[src/rtl/xfer_dma_pkg.sv]
package xfer_dma_pkg;
  localparam logic [7:0] OP_SLV_RD = 8'h00;
  localparam logic [7:0] OP_SLV_WR = 8'h01;
  localparam logic [7:0] OP_MST_RD = 8'h06;
  localparam logic [7:0] OP_MST_WR = 8'h07;
  localparam logic [7:0] OP_STOP   = 8'h0F;

  localparam int CAUSE_W     = 3;
  localparam int CAUSE_SHORT = 0;
  localparam int CAUSE_EXT   = 1;
  localparam int CAUSE_CNT   = 2;

  localparam logic [1:0] ADDR_CMD = 2'd0;
  localparam logic [1:0] ADDR_CFG = 2'd1;
  localparam logic [1:0] ADDR_CNT = 2'd2;
  localparam logic [1:0] ADDR_CLR = 2'd3;

  typedef enum logic [1:0] {
    STB_RW    = 2'd0,
    STB_ACK   = 2'd1,
    STB_BOTH  = 2'd2,
    STB_BOTHX = 2'd3
  } stb_sel_e;

  typedef struct packed {
    stb_sel_e stb_sel;
    logic     cnt_off;
    logic     wide;
  } dma_cfg_t;
endpackage

[src/rtl/xfer_dma_counter.sv]
module xfer_dma_counter #(
  parameter int CNT_W = 16
) (
  input  logic             clk,
  input  logic             rst_n,
  input  logic             load,
  input  logic [CNT_W-1:0] load_val,
  input  logic             active,
  input  logic             word,
  input  logic             wide,
  output logic [CNT_W-1:0] cnt,
  output logic             hit_zero
);
  function automatic logic [CNT_W-1:0] step_of(input logic w);
    return w ? CNT_W'(2) : CNT_W'(1);
  endfunction

  function automatic logic [CNT_W-1:0] sat_sub(input logic [CNT_W-1:0] c,
                                               input logic [CNT_W-1:0] s);
    return (c > s) ? (c - s) : '0;
  endfunction

  logic [CNT_W-1:0] step;
  assign step     = step_of(wide);
  assign hit_zero = active && ((cnt == '0) || (word && (cnt <= step)));

  always_ff @(posedge clk or negedge rst_n) begin
    if (!rst_n)               cnt <= '0;
    else if (load)            cnt <= load_val;
    else if (active && word)  cnt <= sat_sub(cnt, step);
  end


  cnt_no_rise_chk: assert property (@(posedge clk) disable iff (!rst_n)
    !load |=> (cnt <= $past(cnt)));
endmodule

[src/rtl/xfer_dma_strobe.sv]
module xfer_dma_strobe
  import xfer_dma_pkg::*;
(
  input  logic     clk,
  input  logic     rst_n,
  input  logic     run,
  input  logic     dir_wr,
  input  stb_sel_e sel,
  output logic     word,
  output logic     mst_ack,
  output logic     mst_rd,
  output logic     mst_wr
);
  logic phase;
  logic ack_on, rw_on;

  always_ff @(posedge clk or negedge rst_n) begin
    if (!rst_n)   phase <= 1'b0;
    else if (run) phase <= ~phase;
    else          phase <= 1'b0;
  end

  assign ack_on  = (sel != STB_RW);
  assign rw_on   = (sel != STB_ACK);
  assign word    = run && phase;
  assign mst_ack = word && ack_on;
  assign mst_rd  = word && rw_on && !dir_wr;
  assign mst_wr  = word && rw_on && dir_wr;


  stb_excl_chk: assert property (@(posedge clk) disable iff (!rst_n)
    $onehot0({mst_rd, mst_wr}));

  stb_space_chk: assert property (@(posedge clk) disable iff (!rst_n)
    word |=> !word);
endmodule

[src/rtl/xfer_dma_reason.sv]
module xfer_dma_reason #(
  parameter int CAUSE_W = 3
) (
  input  logic               clk,
  input  logic               rst_n,
  input  logic [CAUSE_W-1:0] set_vec,
  input  logic               clr_we,
  input  logic [CAUSE_W-1:0] clr_vec,
  output logic [CAUSE_W-1:0] reason
);
  logic [CAUSE_W-1:0] clr_mask;
  assign clr_mask = clr_we ? clr_vec : '0;

  always_ff @(posedge clk or negedge rst_n) begin
    if (!rst_n) reason <= '0;
    else        reason <= (reason & ~clr_mask) | set_vec;
  end


  rsn_keep_chk: assert property (@(posedge clk) disable iff (!rst_n)
    !clr_we |=> (($past(reason) & ~reason) == '0));
endmodule

[src/rtl/xfer_dma_ctrl.sv]
module xfer_dma_ctrl
  import xfer_dma_pkg::*;
#(
  parameter int CNT_W = 16
) (
  input  logic               clk,
  input  logic               rst_n,
  input  logic               reg_we,
  input  logic [1:0]         reg_addr,
  input  logic [CNT_W-1:0]   reg_wdata,
  input  logic               ext_ack,
  input  logic               ext_rd,
  input  logic               ext_wr,
  input  logic               eot_in,
  input  logic               short_pkt,
  output logic               dreq,
  output logic               mst_ack,
  output logic               mst_rd,
  output logic               mst_wr,
  output logic               busy,
  output logic [CAUSE_W-1:0] reason,
  output logic [CNT_W-1:0]   cnt_left
);
  localparam int CFG_W = $bits(dma_cfg_t);

  dma_cfg_t   cfg_q;
  logic       is_mst, dir_wr;
  logic [7:0] opcode;
  logic       cmd_we, op_legal, start, stop_evt;
  logic       slv_word, mst_word, word;
  logic       ext_evt, short_evt, cnt_evt, term;
  logic       cnt_on;
  logic [CAUSE_W-1:0] cause_vec;

  assign opcode   = reg_wdata[7:0];
  assign cmd_we   = reg_we && (reg_addr == ADDR_CMD);
  assign op_legal = (opcode == OP_SLV_RD) || (opcode == OP_SLV_WR) ||
                    (opcode == OP_MST_RD) || (opcode == OP_MST_WR);
  assign start    = cmd_we && !busy && op_legal;
  assign stop_evt = cmd_we && busy && (opcode == OP_STOP);

  assign slv_word  = busy && !is_mst && ext_ack && (ext_rd || ext_wr);
  assign word      = slv_word || mst_word;
  assign ext_evt   = busy && !is_mst && eot_in;
  assign short_evt = busy && short_pkt;
  assign cnt_on    = busy && (is_mst || !cfg_q.cnt_off);
  assign term      = ext_evt || short_evt || cnt_evt || stop_evt;

  always_comb begin
    cause_vec              = '0;
    cause_vec[CAUSE_SHORT] = short_evt;
    cause_vec[CAUSE_EXT]   = ext_evt;
    cause_vec[CAUSE_CNT]   = cnt_evt;
  end

  always_ff @(posedge clk or negedge rst_n) begin
    if (!rst_n) begin
      busy   <= 1'b0;
      is_mst <= 1'b0;
      dir_wr <= 1'b0;
      cfg_q  <= '0;
    end else begin
      if (start) begin
        busy   <= 1'b1;
        is_mst <= opcode[2];
        dir_wr <= opcode[0];
      end else if (term) begin
        busy   <= 1'b0;
      end
      if (reg_we && (reg_addr == ADDR_CFG) && !busy)
        cfg_q <= dma_cfg_t'(reg_wdata[CFG_W-1:0]);
    end
  end

  assign dreq = busy && !is_mst;

  xfer_dma_counter #(.CNT_W(CNT_W)) u_cnt (
    .clk      (clk),
    .rst_n    (rst_n),
    .load     (reg_we && (reg_addr == ADDR_CNT)),
    .load_val (reg_wdata),
    .active   (cnt_on),
    .word     (word),
    .wide     (cfg_q.wide),
    .cnt      (cnt_left),
    .hit_zero (cnt_evt)
  );

  xfer_dma_strobe u_stb (
    .clk     (clk),
    .rst_n   (rst_n),
    .run     (busy && is_mst),
    .dir_wr  (dir_wr),
    .sel     (cfg_q.stb_sel),
    .word    (mst_word),
    .mst_ack (mst_ack),
    .mst_rd  (mst_rd),
    .mst_wr  (mst_wr)
  );

  xfer_dma_reason #(.CAUSE_W(CAUSE_W)) u_rsn (
    .clk     (clk),
    .rst_n   (rst_n),
    .set_vec (cause_vec),
    .clr_we  (reg_we && (reg_addr == ADDR_CLR)),
    .clr_vec (reg_wdata[CAUSE_W-1:0]),
    .reason  (reason)
  );


  term_stop_chk: assert property (@(posedge clk) disable iff (!rst_n)
    term |=> (!busy && !dreq));

  mst_eot_chk: assert property (@(posedge clk) disable iff (!rst_n)
    (busy && is_mst && !short_pkt && !stop_evt && !cnt_evt) |=> busy);

  rsn_idle_chk: assert property (@(posedge clk) disable iff (!rst_n)
    !busy |=> ((reason & ~$past(reason)) == '0));

  busy_hold_chk: assert property (@(posedge clk) disable iff (!rst_n)
    (busy && !term) |=> busy);
endmodule

[config.mk]
export PLATFORM = sky130hd
export DESIGN_NAME = xfer_dma_ctrl
export DESIGN_NICKNAME = d
export VERILOG_FILES = /design/src/rtl/xfer_dma_pkg.sv /design/src/rtl/xfer_dma_counter.sv /design/src/rtl/xfer_dma_strobe.sv /design/src/rtl/xfer_dma_reason.sv /design/src/rtl/xfer_dma_ctrl.sv
export SDC_FILE = /design/constraint.sdc
export NUM_CORES = 1
export LEC_CHECK = 0
export BUFFER_PORTS_ARGS = -buffer_cell sky130_fd_sc_hd__buf_2
export CORE_MARGIN = 1
export CORE_UTILIZATION = 27
export CTS_CLUSTER_DIAMETER = 100
export DETAILED_ROUTE_END_ITERATION = 10
export GPL_TIMING_DRIVEN = 0
export PLACE_DENSITY = 0.53
export SYNTH_ARGS = -nofsm -noshare
export SYNTH_HDL_FRONTEND = slang
export SYNTH_HIERARCHICAL = 1
export SYNTH_SLANG_ARGS = --single-unit
export TNS_END_PERCENT = 5
[constraint.sdc]
create_clock -name clk -period 2.04 [get_ports clk]
set_clock_uncertainty 0.05 [all_clocks]
set_input_delay 0.204 -clock clk [delete_from_list [all_inputs] [get_ports clk]]
set_output_delay 0.204 -clock clk [all_outputs]
set_load 0.05 [all_outputs]
==> run_results.csv, run 1 <==
group,metric,value,unit
global_routing,grt-ovfl-total,0,
finish,final_core_util,38.28,%
job,max_cap_viol_count,0,
finish,final_cell_count_no_fill,315,
synth,syn_nets,205,
detailed_routing,total_length_of_routed_wires,4862,µm
synth,ys_types,52,
floorplan,initial_core_util,28.03,%
synth,synth.ff_latch_count,27,
synth,synthesized_instance_count,176,
sta,timing.slew.headroom,57.49,%
floorplan,dieArea,6500,µm²
detailed_routing,detailroute.via_count,1596,
sta,rsz0062_at_grt,"yes",
synth,async_flop_share,100.0,%
setup_path,crit-reg2reg-launch,"u_cnt/cnt[0]$_DFFE_PN0P_",
floorplan,die_width,80.63,µm
synth,ys.flop_type,"sky130_fd_sc_hd__dfrtp_1",
detailed_routing,post_drt_via_cell_ratio,5.067,
cts,ctsRootBufferMaster,"sky130_fd_sc_hd__clkbuf_8",
cts,cts_buffer_depth,2,
setup_path,crit_path_start_kind,"register",
detailed_routing,drtIter0Drc,59,
cts,htree_levels,1,
sta,finalCriticalPeriod,2162,ps
setup_path,critical_path.max_stage_delay,430,ps
synth,synth.yosys.seq_area_share,40.48,%
min_path,min_from,"reg_wdata[15]",
finish,finish.net_count,270,
sta,hold_viol,0,
floorplan,dieHeight,80.63,µm
min_path,timing.hold.worst_endpoint,"u_cnt/cnt[15]$_DFFE_PN0P_",
sta,fmax,0.4626,GHz
global_routing,first_global_vias,1524,
cts,cts.reportedPaths.clkPinSlew,100,ps
detailed_routing,ant_nets,0,
sta,report.final.setup_viol,13,
cts,insertion_delay,280,ps
synth,synth_edf_count,0,
power_and_ir_drop,vdd_drop_max,0.0003975,V
setup_path,setup.worst_path.class,"reg2reg",
setup_path,cpMostUsedCell,"sky130_fd_sc_hd__inv_2",
floorplan,core,5956,µm²
global_routing,grt_first_pass_wirelength,7721,µm
setup_path,crit_required,2140,ps
setup_path,path_cells,"inv_2 -> ha_4 -> inv_2 -> fa_2 -> a21bo_2 -> a21oi_1 -> or3_1 -> a21oi_2 -> o21ai_1",
finish,seq_area,679.4,µm²
sta,post_route_clock_period_utilization,106.0,%
finish,commonest_cells_after_routing_fill_and_taps_aside,"49 x sky130_fd_sc_hd__buf_2, 24 x sky130_fd_sc_hd__dfrtp_1, 20 x sky130_fd_sc_hd__nand2_1, 10 x sky130_fd_sc_hd__buf_4",
setup_path,crit-reg2reg-capture,"u_cnt/cnt[14]$_DFFE_PN0P_",
run_status,status,"finished with violations",
finish,antenna_cells_inserted,0,
placed_design,place.gp.congestion,0.8113,
min_path,min_path_type,"in2reg",
synth,syn-mean-instance-area,9.484,µm²
finish,multiInputGateArea,1077,µm²
sta,timing_worst_slew_pin_value,637.7,ps
finish,finish.instance_area,2280,µm²
sta,final_max_slew_viol_count,0,
synth,yosysWarnings,6,
setup_path,crit_buf_inv,2,
setup_path,worstSetupEndpointType,"register",
setup_path,cp_data_arrival_time,2260,ps
setup_path,timing.critical_path.max_delay_family,"compound AO/OA/AOI/OAI gates",
floorplan,num_io_pins,50,
placed_design,placed_cell_area,2043,µm²
detailed_routing,wl_per_cell,15.43,µm
finish,areaGrowthSynthToFinish,36.58,%
setup_path,critPathSlowestCell,"sky130_fd_sc_hd__dfrtp_2",
cts,numCtsBuffers,3,
global_routing,largest_net_degree_at_the_start_of_global_routing,28,
detailed_routing,drt_pre_antenna_iters,4,
power_and_ir_drop,total_leakage_power,0.9759,nW
global_routing,globalRouteTotalUtil,15.48,%
setup_path,rr_worst_depth,9,
min_path,min_delay_path_depth,3,
setup_path,r2r_slack,-120,ps
placed_design,port_buffers,49,
detailed_routing,drcViolationCount,0,
setup_path,critPathMaxFanout,7,
run_status,violated_checks,"setup timing",
finish,layout-drive-gt1-share,45.42,%
placed_design,numPlacedInstances,300,
finish,layout.filler_cells,644,
placed_design,dp_hpwl,3421,µm
cts,clock_sink_count,27,
cts,tritoncts_clock_tree,"built",
global_routing,antenna_found_initial,0,
floorplan,core.rowCount,28,
power_and_ir_drop,power_density,713.4,nW/µm²
synth,netlist_area_before_placement,1669,µm²
finish,mostFrequentLayoutCell,"sky130_fd_sc_hd__buf_2",
sta,post-route-worst-setup-slack,-121.6,ps
[report_power, final]
part           leakage (nW)  switching [mW]  internal [mW]  total [mW]
Clock                0.0217           0.190          0.139       0.329
Combinational         0.624           0.381          0.217       0.597
Sequential            0.330           0.101          0.599       0.700
[worst max-delay path by stage]
stage | slack [ps] | startpoint | depth (start not counted) | endpoint
final | -120 | u_cnt/cnt[0]$_DFFE_PN0P_ | 9 | u_cnt/cnt[14]$_DFFE_PN0P_
after global routing | -210 | cfg_q[0]$_DFFE_PN0P_ | 11 | busy$_DFFE_PN0P_
after CTS | -190 | cfg_q[0]$_DFFE_PN0P_ | 9 | u_cnt/cnt[12]$_DFFE_PN0P_
after detailed placement | -360 | cfg_q[0]$_DFFE_PN0P_ | 9 | u_cnt/cnt[12]$_DFFE_PN0P_
after global placement | -350 | cfg_q[0]$_DFFE_PN0P_ | 9 | u_cnt/cnt[12]$_DFFE_PN0P_
after floorplan | -280 | busy$_DFFE_PN0P_ | 8 | u_cnt/cnt[5]$_DFFE_PN0P_
[sequential cells by signal (all words and copies together), names as in the netlist]
name / count
u_cnt/cnt: 16
cfg_q: 4
is_mst: 1
dir_wr: 1
busy: 1
u_rsn/reason: 3
u_stb/phase: 1
[synthesized netlist by cell type (2+ instances only)]
cell / number / share of area (%)
sky130_fd_sc_hd__nand2_1: 23 / 5.2
sky130_fd_sc_hd__or3_1: 4 / 1.5
sky130_fd_sc_hd__a211oi_1: 2 / 0.90
sky130_fd_sc_hd__inv_1: 5 / 1.1
sky130_fd_sc_hd__a21o_1: 4 / 1.8
sky130_fd_sc_hd__nand2b_1: 2 / 0.75
sky130_fd_sc_hd__nor4_1: 3 / 1.1
sky130_fd_sc_hd__xnor2_1: 4 / 2.1
sky130_fd_sc_hd__clkbuf_1: 4 / 0.90
sky130_fd_sc_hd__nor4b_2: 2 / 1.8
sky130_fd_sc_hd__a22oi_1: 2 / 0.90
sky130_fd_sc_hd__nor2_1: 6 / 1.3
sky130_fd_sc_hd__o21ai_1: 5 / 1.5
sky130_fd_sc_hd__or4_1: 3 / 1.3
sky130_fd_sc_hd__o21ai_0: 7 / 2.1
sky130_fd_sc_hd__mux2_4: 2 / 1.8
sky130_fd_sc_hd__a21oi_1: 8 / 2.4
sky130_fd_sc_hd__and2_1: 4 / 1.5
sky130_fd_sc_hd__a2111oi_0: 2 / 1.0
sky130_fd_sc_hd__nor3_1: 9 / 2.7
sky130_fd_sc_hd__nor2b_1: 2 / 0.75
sky130_fd_sc_hd__o31ai_1: 2 / 0.90
sky130_fd_sc_hd__o311ai_1: 2 / 1.0
sky130_fd_sc_hd__ha_1: 2 / 1.5
sky130_fd_sc_hd__dfrtp_1: 27 / 40
sky130_fd_sc_hd__nor3_2: 2 / 1.2
sky130_fd_sc_hd__and3_1: 3 / 1.1
sky130_fd_sc_hd__mux2_2: 4 / 2.7
sky130_fd_sc_hd__o211ai_1: 3 / 1.3
sky130_fd_sc_hd__nand3_1: 6 / 1.8
[layer usage]
layer / part of all wire, % / vias up / GRT usage [%]
met2: 47 / 36 / 23.90
li1: - / 790 / -
met1: 48 / 768 / 22.04
met4: 0.64 / 0 / 5.357
met5: 0 / - / 0
met3: 4.0 / 2 / 1.818
[stage by stage]
step	worst slack, ps	hold slack (ps)	total power [mW]	setup TNS (ps)
floorplan	-284.7	-141.6	1.056	-2114
global placement	-347.1	223.6	1.212	-2327
detailed placement	-364.6	225.1	1.216	-2510
CTS	-191.3	77.45	1.608	-1602
global route	-214.6	90.79	1.713	-2325
finish	-121.6	77.70	1.626	-935.8
[kinds of logic (layout without fill, tap and decap cells)]
kind of cell | Yosys count | after routing | share of synthesized area (%)
compound gates | 44 | 44 | 17.47
xor+xnor | 5 | 5 | 2.624
fa+ha+maj | 3 | 3 | 2.698
buf+inv | 11 | 75 | 2.923
flops | 27 | 27 | 40.48
mux | 6 | 6 | 4.498
simple gates | 80 | 80 | 29.31
[worst register-to-register path, cell delays in order, from the launching register on]
cell and delay (ps):
sky130_fd_sc_hd__dfrtp_2 430, sky130_fd_sc_hd__inv_2 70, sky130_fd_sc_hd__ha_4 130, sky130_fd_sc_hd__inv_2 40, sky130_fd_sc_hd__fa_2 370, sky130_fd_sc_hd__a21bo_2 330, sky130_fd_sc_hd__a21oi_1 90, sky130_fd_sc_hd__or3_1 330
sky130_fd_sc_hd__a21oi_2 120, sky130_fd_sc_hd__o21ai_1 70
[area by class of cell]
type / count / share of cell area (%)
multi-input combinational: 138 / 47.26
clock buffer: 3 / 1.811
buffer: 5 / 1.207
clock inverter: 1 / 0.3293
tap: 75 / 4.116
inverter: 6 / 0.9879
sequential: 27 / 29.80
timing repair buffer: 60 / 14.49
[repair_timing]
item	in CTS	in global routing
pin swaps	6	4
hold buffers	1	0
buffers inserted	7	3
hold endpoints to repair	27	0
gates resized for setup	11	17
endpoints found under the setup margin	18	18
(Power assumes the default switching activity.)
==> run 2: changes to the inputs <==
--- a/config.mk
+++ b/config.mk
@@ -11,9 +11,8 @@
 export CTS_CLUSTER_DIAMETER = 100
 export DETAILED_ROUTE_END_ITERATION = 10
 export GPL_TIMING_DRIVEN = 0
-export PLACE_DENSITY = 0.53
+export PLACE_DENSITY = 0.55
 export SYNTH_ARGS = -nofsm -noshare
 export SYNTH_HDL_FRONTEND = slang
-export SYNTH_HIERARCHICAL = 1
 export SYNTH_SLANG_ARGS = --single-unit
 export TNS_END_PERCENT = 5
==> run 2 against run 1 <==
- the flow still finishes with violations (setup timing)
- critical path depth down 2
- power rose by 4.1%
- synthesized cell count increased by 8.5%
- register-to-register slack gained 30 ps
- critical path type unchanged
- critical endpoint is now u_cnt.cnt[2]$_DFFE_PN0P_
- largest cell class unchanged
==> run_results.csv, run 2 <==
group,metric,value,unit
synth,syn-mean-instance-area,8.758,µm²
cts,numCtsBuffers,3,
finish,top_regs,"u_cnt.cnt: 16 flops, cfg_q: 4 flops, u_rsn.reason: 3 flops",
sta,rsz0062_at_grt,"yes",
sta,timing_worst_slew_pin_value,666.5,ps
placed_design,dp_hpwl,3597,µm
floorplan,core.rowCount,28,
cts,insertion_delay,290,ps
finish,finish.net_count,285,
synth,synthTopCellsByArea,"sky130_fd_sc_hd__dfrtp_1 40%, sky130_fd_sc_hd__nor2_1 6.5%, sky130_fd_sc_hd__a21oi_1 4.2%",
floorplan,core,5956,µm²
power_and_ir_drop,total_leakage_power,0.9739,nW
run_status,status,"finished with violations",
floorplan,initial_core_util,28.09,%
finish,largest_register_ffs,16,
placed_design,port_buffers,49,
global_routing,antenna_found_initial,0,
cts,cts.reportedPaths.clkPinSlew,110,ps
sta,fmax,0.4701,GHz
synth,syn_nets,220,
setup_path,crit_path_start_kind,"register",
setup_path,crit-reg2reg-launch,"cfg_q[0]$_DFFE_PN0P_",
detailed_routing,routed.top_layer,"met4",
setup_path,critical_path.max_stage_delay,640,ps
synth,async_flop_share,100.0,%
synth,post_synth_most_frequent_cells,"29 x sky130_fd_sc_hd__nor2_1, 27 x sky130_fd_sc_hd__dfrtp_1, 16 x sky130_fd_sc_hd__nand2_1",
placed_design,pre_cts_ws,-366.0,ps
detailed_routing,total_length_of_routed_wires,5094,µm
setup_path,critPathSlowestCell,"sky130_fd_sc_hd__or4_2",
sta,report.final.setup_viol,13,
detailed_routing,drt_pre_antenna_iters,4,
detailed_routing,drtIter0Drc,167,
setup_path,worstSetupEndpointType,"register",
cts,cts_buffer_depth,2,
cts,clock_sink_count,27,
synth,yosysWarnings,0,
detailed_routing,dr_wl_met2,2277,µm
detailed_routing,detailroute.via_count,1693,
synth,synth.yosys.seq_area_share,40.39,%
floorplan,dieHeight,80.72,µm
setup_path,rr_worst_depth,7,
setup_path,crit-reg2reg-capture,"u_cnt.cnt[2]$_DFFE_PN0P_",
synth,synthesized_instance_count,191,
floorplan,num_io_pins,50,
cts,tritoncts_clock_tree,"built",
detailed_routing,met3RoutedLength,248,µm
synth,netlist_area_before_placement,1673,µm²
global_routing,grt_first_pass_wirelength,7935,µm
synth,synth_edf_count,0,
synth,yosys.area.top_type_share,40.39,%
global_routing,grt-ovfl-total,0,
setup_path,path_cells,"inv_2 -> ha_4 -> inv_2 -> fa_2 -> buf_6 -> or4_2 -> a31oi_1",
job,max_cap_viol_count,0,
run_status,violated_checks,"setup timing",
global_routing,largest_net_degree_at_the_start_of_global_routing,28,
detailed_routing,ant_nets,0,
floorplan,dieArea,6515,µm²
global_routing,first_global_vias,1516,
detailed_routing,drcViolationCount,0,
finish,layout-drive-gt1-share,38.43,%
detailed_routing,post_drt_via_cell_ratio,5.130,
placed_design,place.gp.congestion,0.8401,
setup_path,r2r_slack,-90,ps
finish,commonest_cells_after_routing_fill_and_taps_aside,"51 x sky130_fd_sc_hd__buf_2, 28 x sky130_fd_sc_hd__nor2_1, 25 x sky130_fd_sc_hd__dfrtp_1, 16 x sky130_fd_sc_hd__nand2_1, 12 x sky130_fd_sc_hd__a21oi_1",
synth,ys.flop_type,"sky130_fd_sc_hd__dfrtp_1",
sta,post_route_clock_period_utilization,104.3,%
sta,timing.slew.headroom,55.16,%
synth,synth_area_leader_cell,"sky130_fd_sc_hd__dfrtp_1",
power_and_ir_drop,power_density,751.1,nW/µm²
setup_path,setup.worst_path.class,"reg2reg",
finish,mostFrequentLayoutCell,"sky130_fd_sc_hd__buf_2",
setup_path,cp_data_arrival_time,2290,ps
cts,ctsRootBufferMaster,"sky130_fd_sc_hd__clkbuf_8",
power_and_ir_drop,power.total,1.693,mW
synth,synth.ff_latch_count,27,
global_routing,globalRouteTotalUtil,16.08,%
sta,final_max_slew_viol_count,0,
sta,hold_viol,0,
min_path,timing.hold.worst_endpoint,"u_cnt.cnt[14]$_DFFE_PN0P_",
setup_path,cpMostUsedCell,"sky130_fd_sc_hd__inv_2",
sta,post-route-worst-setup-slack,-87.26,ps
synth,yosys.cell_count.top_type,"sky130_fd_sc_hd__nor2_1",
finish,antenna_cells_inserted,0,
min_path,min_from,"reg_wdata[14]",
cts,htree_levels,1,
placed_design,placed_cell_area,2017,µm²
sta,finalCriticalPeriod,2127,ps
detailed_routing,wl_per_cell,15.44,µm
min_path,min_delay_path_depth,3,
finish,areaGrowthSynthToFinish,34.78,%
synth,ys_types,47,
finish,finish.instance_area,2255,µm²
floorplan,die_width,80.72,µm
setup_path,crit_required,2210,ps
finish,top_register,"u_cnt.cnt",
power_and_ir_drop,vdd_drop_max,0.0002790,V
setup_path,critPathMaxFanout,4,
min_path,min_path_type,"in2reg",
detailed_routing,met1Wirelength,2538,µm
run 2: final cells by class:
cell class	count	area (µm²)
sequential	27	678.2
clock buffer	3	41.29
timing repair buffer	60	351.6
fill	637	3701
inverter	7	26.28
clock inverter	1	8.758
multi-input combinational	149	1002
tap	75	93.84
buffer	8	52.55
run 2: logic make-up after synthesis:
kind of cell / after synthesis / share of synthesized area (%)
AO/OA/AOI/OAI: 46 / 17.58
XOR/XNOR: 1 / 0.5237
adder cells (fa/ha/maj): 3 / 2.692
buffers and inverters: 15 / 4.412
flip-flops: 27 / 40.39
multiplexers: 7 / 4.562
AND/OR/NAND/NOR: 92 / 29.84
run 2: worst max-delay path, delay by kind of cell (launching register included):
family / cells / cell delay (ps)
AND/OR/NAND/NOR: 1 / 640
flip-flops: 1 / 390
AO/OA/AOI/OAI: 1 / 180
adder cells (fa/ha/maj): 2 / 530
buffers and inverters: 3 / 260
run 2: worst max path at each step:
stage                             start  depth (start not counted)  slack, ps                  endpoint
2_1_floorplan          busy$_DFFE_PN0P_                          3       -330                    mst_rd
3_3_place_gp       cfg_q[0]$_DFFE_PN0P_                          9       -360  u_cnt.cnt[8]$_DFFE_PN0P_
3_5_place_dp       cfg_q[0]$_DFFE_PN0P_                          9       -370  u_cnt.cnt[8]$_DFFE_PN0P_
4_1_cts        u_cnt.cnt[7]$_DFFE_PN0P_                          6        -60  u_cnt.cnt[5]$_DFFE_PN0P_
5_1_grt            cfg_q[0]$_DFFE_PN0P_                          9       -180  u_cnt.cnt[8]$_DFFE_PN0P_
6_report           cfg_q[0]$_DFFE_PN0P_                          7        -90  u_cnt.cnt[2]$_DFFE_PN0P_
run 2: per-layer routing:
layer | global-route usage, % | vias up
met2 | 25.68 | 57
met4 | 2.679 | 0
met1 | 22.42 | 797
met5 | 0 | -
met3 | 3.523 | 4
li1 | - | 835
run 2: where the power goes:
part	internal (mW)	total, mW	switching, mW
sequential	0.606	0.704	0.0976
combinational	0.222	0.645	0.423
clock	0.144	0.345	0.201
total	0.972	1.69	0.721
run 2: repair_timing:
action,4_1_cts,5_1_grt
endpoints found under the setup margin,14,18
pin swaps,0,11
buffers inserted,1,8
hold endpoints to repair,27,0
gates cloned,0,1
hold buffers,1,0
gates resized for setup,11,15
run 2: through the flow:
step	hold slack (ps)	setup TNS (ps)	instances	util (%)
3_3_place_gp	222.1	-1843	315	33.87
3_5_place_dp	227.8	-2015	315	33.87
5_1_grt	60.07	-1362	330	37.86
4_1_cts	66.63	-339.4	321	35.65
2_1_floorplan	-141.6	-2345	191	-
6_report	58.24	-496.2	330	37.86
